File: src/rtl/pwm_steer_pkg.sv
package pwm_steer_pkg;
  typedef enum logic [1:0] {
    TOPO_SINGLE = 2'd0,
    TOPO_HALF   = 2'd1,
    TOPO_FWD    = 2'd2,
    TOPO_REV    = 2'd3
  } topo_e;
endpackage

File: src/rtl/pwm_rst_sync.sv
module pwm_rst_sync #(
  parameter int STAGES = 2
) (
  input  logic clk,
  input  logic rst_n,
  output logic rst_n_sync
);
  logic [STAGES-1:0] sh_q;

  always_ff @(posedge clk or negedge rst_n) begin
    if (!rst_n) sh_q <= '0;
    else        sh_q <= {sh_q[STAGES-2:0], 1'b1};
  end

  assign rst_n_sync = sh_q[STAGES-1];
endmodule

File: src/rtl/pwm_db_cell.sv
module pwm_db_cell #(
  parameter int DLY_W = 7
) (
  input  logic             clk,
  input  logic             rst_n,
  input  logic             req,
  input  logic [DLY_W-1:0] dly,
  output logic             drv
);
  logic [DLY_W-1:0] cnt_q, cnt_d;
  logic             drv_q, drv_d;

  always_comb begin
    cnt_d = cnt_q;
    drv_d = drv_q;
    if (!req) begin
      cnt_d = '0;
      drv_d = 1'b0;
    end else if (drv_q || (cnt_q >= dly)) begin
      drv_d = 1'b1;
    end else begin
      cnt_d = cnt_q + 1'b1;
    end
  end

  always_ff @(posedge clk or negedge rst_n) begin
    if (!rst_n) begin
      cnt_q <= '0;
      drv_q <= 1'b0;
    end else begin
      cnt_q <= cnt_d;
      drv_q <= drv_d;
    end
  end

  assign drv = drv_q;

  assert_fall_next_R7: assert property (@(posedge clk) disable iff (!rst_n)
    !req |=> !drv_q);
  assert_zero_wait_R9: assert property (@(posedge clk) disable iff (!rst_n)
    (req && dly == '0) |=> drv_q);
  assert_rise_needs_req_R6: assert property (@(posedge clk) disable iff (!rst_n)
    $rose(drv_q) |-> $past(req));
endmodule

File: src/rtl/pwm_steer.sv
module pwm_steer #(
  parameter int DLY_W = 7
) (
  input  logic             clk,
  input  logic             rst_n,
  input  logic             pwm_in,
  input  logic [1:0]       topo,
  input  logic [DLY_W-1:0] dead_cnt,
  output logic             ch_a,
  output logic             ch_b,
  output logic             ch_c,
  output logic             ch_d
);
  import pwm_steer_pkg::*;

  localparam int NCH = 4;
  localparam int NDB = 2;

  logic             rst_s;
  logic [NCH-1:0]   req;
  logic [NCH-1:0]   drv;
  logic [DLY_W-1:0] half_dly;
  topo_e            tsel;

  pwm_rst_sync #(.STAGES(2)) u_rst (
    .clk(clk), .rst_n(rst_n), .rst_n_sync(rst_s)
  );

  assign tsel = topo_e'(topo);

  always_comb begin
    req = '0;
    unique case (tsel)
      TOPO_SINGLE: req[0] = pwm_in;
      TOPO_HALF: begin
        req[0] = pwm_in;
        req[1] = !pwm_in;
      end
      TOPO_FWD: begin
        req[0] = 1'b1;
        req[3] = pwm_in;
      end
      TOPO_REV: begin
        req[1] = pwm_in;
        req[2] = 1'b1;
      end
      default: req = '0;
    endcase
  end

  assign half_dly = (tsel == TOPO_HALF) ? dead_cnt : '0;

  for (genvar i = 0; i < NCH; i++) begin : g_lane
    if (i < NDB) begin : g_db
      pwm_db_cell #(.DLY_W(DLY_W)) u_cell (
        .clk(clk), .rst_n(rst_s), .req(req[i]), .dly(half_dly), .drv(drv[i])
      );
    end else begin : g_plain
      pwm_db_cell #(.DLY_W(DLY_W)) u_cell (
        .clk(clk), .rst_n(rst_s), .req(req[i]), .dly('0), .drv(drv[i])
      );
    end
  end

  assign ch_a = drv[0];
  assign ch_b = drv[1];
  assign ch_c = drv[2];
  assign ch_d = drv[3];

  assert_no_overlap_R10: assert property (@(posedge clk) disable iff (!rst_s)
    !(ch_a && ch_b));
  assert_c_rev_only_R5: assert property (@(posedge clk) disable iff (!rst_s)
    ($past(topo) != 2'd3) |-> !ch_c);
  assert_d_fwd_only_R4: assert property (@(posedge clk) disable iff (!rst_s)
    ($past(topo) != 2'd2) |-> !ch_d);
  assert_reset_low_R1: assert property (@(posedge clk)
    (rst_n && !rst_s) |-> !(ch_a || ch_b || ch_c || ch_d));
endmodule

File: config.mk
export PLATFORM = sky130hd
export DESIGN_NAME = pwm_steer
export DESIGN_NICKNAME = d
export VERILOG_FILES = /design/src/rtl/pwm_steer_pkg.sv /design/src/rtl/pwm_rst_sync.sv /design/src/rtl/pwm_db_cell.sv /design/src/rtl/pwm_steer.sv
export SDC_FILE = /design/constraint.sdc
export NUM_CORES = 1
export LEC_CHECK = 0
export ABC_AREA = 1
export BUFFER_PORTS_ARGS = -buffer_cell sky130_fd_sc_hd__buf_4
export CORE_ASPECT_RATIO = 2
export CORE_MARGIN = 10
export CORE_UTILIZATION = 43
export CTS_CLUSTER_SIZE = 12
export DETAILED_ROUTE_END_ITERATION = 10
export PLACE_DENSITY_LB_ADDON = 0.3
export SLEW_MARGIN = 40
export SYNTH_ARGS = -nofsm -noshare
export SYNTH_HDL_FRONTEND = slang
export SYNTH_SLANG_ARGS = --single-unit
File: constraint.sdc
create_clock -name clk -period 1.7 [get_ports clk]
set_clock_uncertainty 0.05 [all_clocks]
set_input_delay 0.255 -clock clk [delete_from_list [all_inputs] [get_ports clk]]
set_output_delay 0.255 -clock clk [all_outputs]
set_load 0.01 [all_outputs]
* Word level (Yosys, flattened, before mapping) *
Index checks and enable logic that the tools add are counted.

word-level totals
  register bits after elaboration = 34
  input bits = 12
  output and inout bits = 4
  logic and storage cells = 56

operators by class
  add/subtract/negate cells = 4
  order comparisons = 4
  equal/unequal tests = 11
  multiplexer cells = 21
  reduce and logical (&&, ||, !) cells = 7

operators by type and width
  cell                                                                   count
  7-bit 2-to-1 mux                                                       9
  7-bit by 1-bit adder with 7-bit output, second input constant          4
  2-bit inequality test, second input constant                           8
  7-bit by 1-bit >= comparator with 1-bit output, second input constant  2
  7-bit >= comparator                                                    2
  1-bit 2-to-1 mux                                                       10
  2-bit == test, second input constant                                   2
  1-bit logical OR                                                       4
  1-bit case mux with 2 select lines                                     2
  2-bit by 1-bit == test with 1-bit output, second input constant        1
  2-bit zero test                                                        1
  2-bit OR reduction                                                     1
  1-bit zero test                                                        1

* Longest topological paths before layout *
Gate-level depths: netlist of run 1.

  depth in word-level cells = 6
  depth in mapped cells = 14
  gate-level depth less buffers = 14

* Hierarchy *
A second synthesis of run 1 with hierarchy kept.

unflattened totals
  cell total of the unflattened synthesis = 402
  area total of the unflattened synthesis = 2803.9 sq um

by module, submodules not included
  module        times used  cells an instance  area an instance (sq um)  seq. area each (sq um)
  pwm_db_cell   4           93                 660.6                     200.2
  pwm_steer     1           27                 107.6                     0.0
  pwm_rst_sync  1           3                  53.8                      50.0

* Least setup slack after synthesis of run 1 *
Ideal clock, no wire load.

  path type = input to register
  start point = input port topo[1]
  end point = register g_lane[1].g_db.u_cell.cnt_q[5]
  library setup time = 65 ps
  arrival time = 1544 ps
  required time = 1585 ps
  path slack = 41 ps
  cell stages on the path = 12
  path buffers = 0
  cells stage by stage = inv_2 > nand2_1 > inv_1 > nand2_1 > ha_1 > nand2_1 > inv_1 > a21oi_4 > nand2_2 > nand2_1 > nand2_1 > nand2_1

on the way
  cells in the longest elaborated chain, start to end = 5
  elaborated cells between the ends (all ways) = 8
  classes of those cells = order compare: 1; eq/ne: 3; mux: 3; reduce/logical: 1

RTL lines
  element                                   RTL line                          text
  start, declared                           pwm_steer.sv:7                    input logic [1:0] topo,
  2-bit by 1-bit == test with 1-bit output  pwm_steer.sv:33, pwm_steer.sv:51
  7-bit 2-to-1 mux                          pwm_steer.sv:51                   assign half_dly = (tsel == TOPO_HALF) ? dead_cnt : '0;
  7-bit >= comparator                       pwm_db_cell.sv:19                 end else if (drv_q || (cnt_q >= dly)) begin
  1-bit logical OR                          pwm_db_cell.sv:19
  2-bit inequality test (no source line)    --
  end signal, assigned                      pwm_db_cell.sv:31                 cnt_q <= cnt_d;
  end, declared                             pwm_db_cell.sv:10                 logic [DLY_W-1:0] cnt_q, cnt_d;

Parallel ways exist; a longest one is shown, timed or not.
A chain may end at the register's enable or synchronous reset.

* Final worst setup path of run 1 *
  start point = register g_lane[1].g_db.u_cell.cnt_q[1]
  end point = register g_lane[1].g_db.u_cell.cnt_q[6]

on the way
  cells in the longest elaborated chain, start to end = 3
  elaborated cells between the ends (all ways) = 6
  classes of those cells = add/sub: 1; order compare: 1; eq/ne: 1; mux: 2; reduce/logical: 1

RTL lines
  element                                                                        RTL line
  7-bit by 1-bit adder with 7-bit output or 7-bit >= comparator (tied branches)  pwm_db_cell.sv:22, pwm_db_cell.sv:19
  7-bit 2-to-1 mux or 1-bit logical OR (tied branches)                           pwm_db_cell.sv:19
  7-bit 2-to-1 mux or 2-bit inequality test (tied branches)                      --

Parallel ways exist; a longest one is shown, timed or not. The select of a mux whose other input is x is not followed.

==> qor.yml, run 1 <==
status:
  status: "complete, no violations"
drt:
  ant_nets: 0
  wl_mm: 3.59
  via_per_inst: 5.25
  drc_errors: 0
  wl_per_cell_um: 13.5
  vias: 1391
  drt_iter0_markers: 28
  first_pass_iters: 4
critical_path:
  timing.reg2reg.setup_slack_ns: 0.13
  critPathKind: "register to register"
  critPathLaunchType: "register"
  worstReg2RegStart: "g_lane[1].g_db.u_cell.cnt_q[1]"
  end_kind: "register"
  critPathMaxFanout: 8
  cp_data_arrival_time_ns: 1.67
  worst_r2r_path_depth: 10
  cp.required_ns: 1.81
  r2r-end: "g_lane[1].g_db.u_cell.cnt_q[6]"
yosys:
  synthAdderAreaFrac_pct: 14.0
  yosys.area_share.simple_pct: 36.3
  synth-seq-cells: 20
  ys_warn_count: 0
  synth-main-ff-cell: "dfrtp_1"
  synth_top_area_share_pct: 35.1
  synth_compound_area_share_pct: 3.68
  synthMuxAreaShare_pct: 0
  yosysTopAreaCell: "dfrtp_1"
  synthCells: 197
  synthesis.area_mm2: 0.00143
  avgSynthCellArea_um2: 7.24
  synth_edf_count: 0
  syn_nets: 225
  yosysMostFrequentCell: "nand2_1"
  synthTopCellsByCount: "75 x nand2_1, 21 x nand3_1, 20 x dfrtp_1"
  synth_cell_types: 19
  synth_top_cells_by_area: "dfrtp_1 35%, nand2_1 20%, ha_1 14%"
  synth-async-reset-ratio_pct: 100
  ys_seq_area_share_pct: 35.1
  synth_top_family_by_area: "simple AND/OR/NAND/NOR gates"
  synth_xor_area_share_pct: 3.68
cts:
  postCtsSetupBuffers: 0
  clkLatencyLatePin_ns: 0.26
  cts_tree: "yes"
  numCtsBuffers: 3
  htreeDepth: 1
  cts-root-buf: "clkbuf_8"
  path_clk_slew_ns: 0.08
  cts_max_path_buffers: 2
  clock_sinks: 20
global_route:
  grt_pass1_vias: 1380
  grt_usage_pct: 12.5
  antenna_found_initial: 0
  grt_start_max_net_pins: 19
  grt_first_pass_wirelength_mm: 5.96
  grt.overflow.total: 0
final_layout:
  synthToLayoutAreaGrowth_pct: 26.2
  diodes: 0
  final_util_pct: 56.4
  final_area_mm2: 0.00180
  fillCellCount: 326
  drive_above_1_share_pct: 22.2
  multi_input_area_um2: 842
  regArea_um2: 500
  nets: 263
hold_path:
  holdCritPathClass: "register to async pin"
placement:
  routabilityCongestion: 0.858
  dpl-instance-area_mm2: 0.00170
  hpwl_mm: 2.86
  portBuffers: 15
  post-place-ws_ns: -0.249
sta:
  hold_viol: 0
  finalCritPeriodShare_pct: 92.1
  timing.hold.ws_ns: 0.156
  layout_setup_ws_ns: 0.134
  rsz0062_at_grt: "false"
  drv_slew: 0
  setup_viol: 0
  min_period_ns: 1.57
  timing.fmax_mhz: 639
floorplan:
  core_mm2: 0.00319
  die_w_um: 60.7
  die_y_um: 101
  num_io_pins: 16
  die-area_mm2: 0.00616
  start_util_pct: 44.7
  std_cell_rows: 29
pwr:
  p_int_uw: 937
  pwr-share-comb_pct: 23.4
  p_per_area_mw_per_mm2: 726
  ir_worst_vdd_mv: 0.588
  swShare_pct: 28.3
  sequentialPowerShare_pct: 39.3
  pwr-share-clk_pct: 37.3
  power.switching_uw: 369
  p_leak_uw: 0.00102
flow_run:
  drv_cap: 0
[sequential cells by signal, indices dropped and copies added, names as in the netlist]
name	count
u_rst.sh_q	2
g_lane.g_db.u_cell.cnt_q	14
g_lane.g_db.u_cell.drv	2
g_lane.g_plain.u_cell.drv	2
[stage by stage]
step	setup TNS [ns]	cells	power, uW
after floorplan	0	197	687
after global placement	-2.07	260	809
after detailed placement	-2.91	260	816
after CTS	0	265	1310
after global routing	0	265	1370
final	0	265	1310
[power groups by stage]
stage / clock network (uW) / registers (uW) / logic, uW
2_1_floorplan: 0 / 535 / 152
3_3_place_gp: 0 / 523 / 286
6_report: 487 / 514 / 305
3_5_place_dp: 0 / 524 / 292
4_1_cts: 495 / 514 / 298
5_1_grt: 511 / 517 / 341
[final cells by class]
type                       instances  area share, %
timing repair buffer              35           14.7
sequential                        20           27.8
clock inverter                     1           1.67
clock buffer                       3           2.29
multi-input combinational        153           46.8
inverter                          22           4.59
tap                               31           2.15
[worst max-delay path, stage by stage, from the launching register on]
cell     delay [ns]
dfrtp_1        0.44
ha_1           0.30
nand2_1        0.05
inv_1          0.04
nand2_1        0.04
nand2_1        0.08
nand2_1        0.10
nand2_4        0.12
nand2_2        0.09
nand2_1        0.09
nand2_1        0.05
[per-layer routing]
layer / part of all wire [%] / GRT usage, % / up-vias / wire [um]
li1: - / - / 698 / -
met5: 0 / 0 / - / 0
met3: 3.3 / 2.26 / 10 / 120
met2: 60 / 24.7 / 33 / 2150
met1: 34 / 11.0 / 650 / 1210
met4: 2.9 / 5.94 / 0 / 104
[worst max path at each step]
stage               slack, ns  cells past startpoint                              to                           start
floorplan                0.04                     12  g_lane[1].g_db.u_cell.cnt_q[5]                         topo[1]
global placement        -0.21                     15  g_lane[1].g_db.u_cell.cnt_q[6]                         topo[1]
detailed placement      -0.25                     15  g_lane[1].g_db.u_cell.cnt_q[6]                         topo[1]
CTS                      0.03                     15  g_lane[1].g_db.u_cell.cnt_q[6]                         topo[1]
global route             0.01                      8  g_lane[0].g_db.u_cell.cnt_q[6]  g_lane[0].g_db.u_cell.cnt_q[5]
finish                   0.13                     10  g_lane[1].g_db.u_cell.cnt_q[6]  g_lane[1].g_db.u_cell.cnt_q[1]
[cells in the final DEF (no fill, tap or decap), types with 3 or more instances in the layout]
master / count
nand3_1: 21
ha_1: 16
xor2_1: 5
dfrtp_1: 20
inv_2: 5
inv_1: 17
nand2_1: 74
nor2_1: 17
clkbuf_8: 3
nand4_1: 6
buf_4: 34
[cell families (layout without fill, tap and decap cells)]
logic type	count (synthesis)	count (layout)
other	1	1
and+or+nand+nor	124	124
adders and majority gates	16	16
AOI/OAI and AO/OA	6	6
buffers and inverters	24	61
DFF	20	20
xor gates and xnor gates	6	6
[timing repair]
item	CTS	global route
endpoints found under the hold margin	2	0
setup endpoints to repair	0	15
resized for setup	0	5
hold buffers	1	0
Note: power is estimated with default switching activity, not from simulation.
==> run 2, diff against run 1 <==
Settings changed: CORE_ASPECT_RATIO 2 to unset, GPL_TIMING_DRIVEN set to 0.
==> qor.yml, run 2 (synthesis results as in run 1) <==
status:
  status: "complete, no violations"
floorplan:
  die_w_um: 77.6
  core_mm2: 0.00310
  num_io_pins: 16
  die_y_um: 77.6
  start_util_pct: 46.0
  std_cell_rows: 20
  die-area_mm2: 0.00602
cts:
  numCtsBuffers: 3
  cts_max_path_buffers: 2
  cts-root-buf: "clkbuf_4"
  cts_tree: "yes"
  path_clk_slew_ns: 0.12
  clkLatencyLatePin_ns: 0.30
  htreeDepth: 1
  clock_sinks: 20
sta:
  hold_viol: 0
  min_period_ns: 1.59
  setup_viol: 0
  finalCritPeriodShare_pct: 93.3
  timing.fmax_mhz: 630
  timing.setup.tns_ns: 0
  drv_slew: 0
  rsz0062_at_grt: "false"
placement:
  routabilityCongestion: 0.784
  dp_cells: 256
  hpwl_mm: 2.27
  portBuffers: 15
  dpl-instance-area_mm2: 0.00159
global_route:
  grt.overflow.total: 0
  grt_usage_pct: 10.7
  grt_start_max_net_pins: 19
  antenna_found_initial: 0
  grt_first_pass_wirelength_mm: 5.42
  grt_pass1_vias: 1225
final_layout:
  diodes: 0
  nets: 252
  final_cell_mix: "71 x nand2_1, 21 x nand3_1, 21 x buf_4"
  final_area_mm2: 0.00172
  drive_above_1_share_pct: 23.0
  final_cells: 266
  synthToLayoutAreaGrowth_pct: 20.6
  largest_reg_flops: 14
  top_register: "g_lane.g_db.u_cell.cnt_q"
  final_common_cell: "nand2_1"
drt:
  drt-met1-wl_mm: 1.66
  first_pass_iters: 4
  ant_nets: 0
  vias: 1264
  wl_per_cell_um: 12.0
  drt_iter0_markers: 59
  drc_errors: 0
  wl_mm: 3.20
  wl_met2_mm: 1.31
  met3_length_um: 194
  top_layer: "met4"
  via_per_inst: 4.75
critical_path:
  end_kind: "register"
  cp.required_ns: 1.86
  path_common_cell: "nand2_1"
  path_buf_inv: 0
  cp_data_arrival_time_ns: 1.75
  critPathKind: "register to register"
  slowest_delay_ns: 0.46
  critPathLaunchType: "register"
  critPathMaxFanout: 8
  crit_slowest_cell: "dfrtp_2"
  cp_cell_sequence: "ha_1, nand2_1, nor2_2, nand2_2, nand2_4, nand2_2, nand2_1, nand2_1"
  critical_path.top_delay_family: "simple AND/OR/NAND/NOR gates"
flow_run:
  drv_cap: 0
pwr:
  p_leak_uw: 0.000937
  power.total_uw: 1060
  p_per_area_mw_per_mm2: 614
  ir_worst_vdd_mv: 0.317
hold_path:
  holdCritPathClass: "primary input to register"
## run 2: where the power goes
| group | internal (uW) | switching [uW] |
|---|---|---|
| sequential | 499 | 26.5 |
| combinational | 120 | 177 |
| clock | 82.7 | 152 |
## run 2: layout make-up
class                           count  area, um^2
Multi-Input combinational cell    153         865
Timing Repair Buffer               22         168
Buffer                              2        16.3
Clock buffer                        3        22.5
Fill cell                         302        1380
Sequential cell                    20         509
Inverter                           22        85.1
Tap cell                           44        55.1
## run 2: per-stage QoR
step	hold slack (ns)	setup WS [ns]	utilization [%]
finish	0.0885	0.113	55.4
global route	0.0656	0.000159	55.4
CTS	0.0729	0.00610	52.9
detailed placement	-0.0114	-0.424	51.4
global placement	-0.0114	-0.409	51.4
floorplan	-0.0906	0.0412	-
## run 2: final timing paths
| kind | startpoint | to | slack (ns) | cells past startpoint |
|---|---|---|---|---|
| max | g_lane[0].g_db.u_cell.cnt_q[5] | g_lane[0].g_db.u_cell.cnt_q[5] | 0.11 | 8 |
| min in group asynchronous | u_rst.sh_q[1] | g_lane[0].g_db.u_cell.cnt_q[6] | 0.16 | 0 |
| max reg2reg | g_lane[0].g_db.u_cell.cnt_q[5] | g_lane[0].g_db.u_cell.cnt_q[5] | 0.11 | 8 |
| max in group asynchronous | u_rst.sh_q[1] | g_lane[1].g_db.u_cell.cnt_q[2] | 1.12 | 0 |
| min | topo[0] | g_lane[3].g_plain.u_cell.drv | 0.09 | 2 |
| min reg2reg | u_rst.sh_q[1] | g_lane[0].g_db.u_cell.cnt_q[6] | 0.16 | 0 |
## run 2: worst reg2reg max path: cells and delay by family (launching register included)
family,cells,cell delay [ns]
DFF,1,0.46
adders and majority gates,1,0.29
and+or+nand+nor,7,0.69
## run 2: repair_timing
action                                  CTS  global route
resized for setup                         3            15
hold buffers                              1             0
pin swaps                                 0             4
endpoints found under the hold margin     2             0
endpoints found under the setup margin   10            16
buffers inserted                          1             5
cloned                                    0             0
## run 2: layer usage
layer	GRT usage, %	vias to the layer above
li1	-	677
met1	14.3	549
met2	15.7	34
met3	3.23	4
met4	3.83	0
met5	0	-
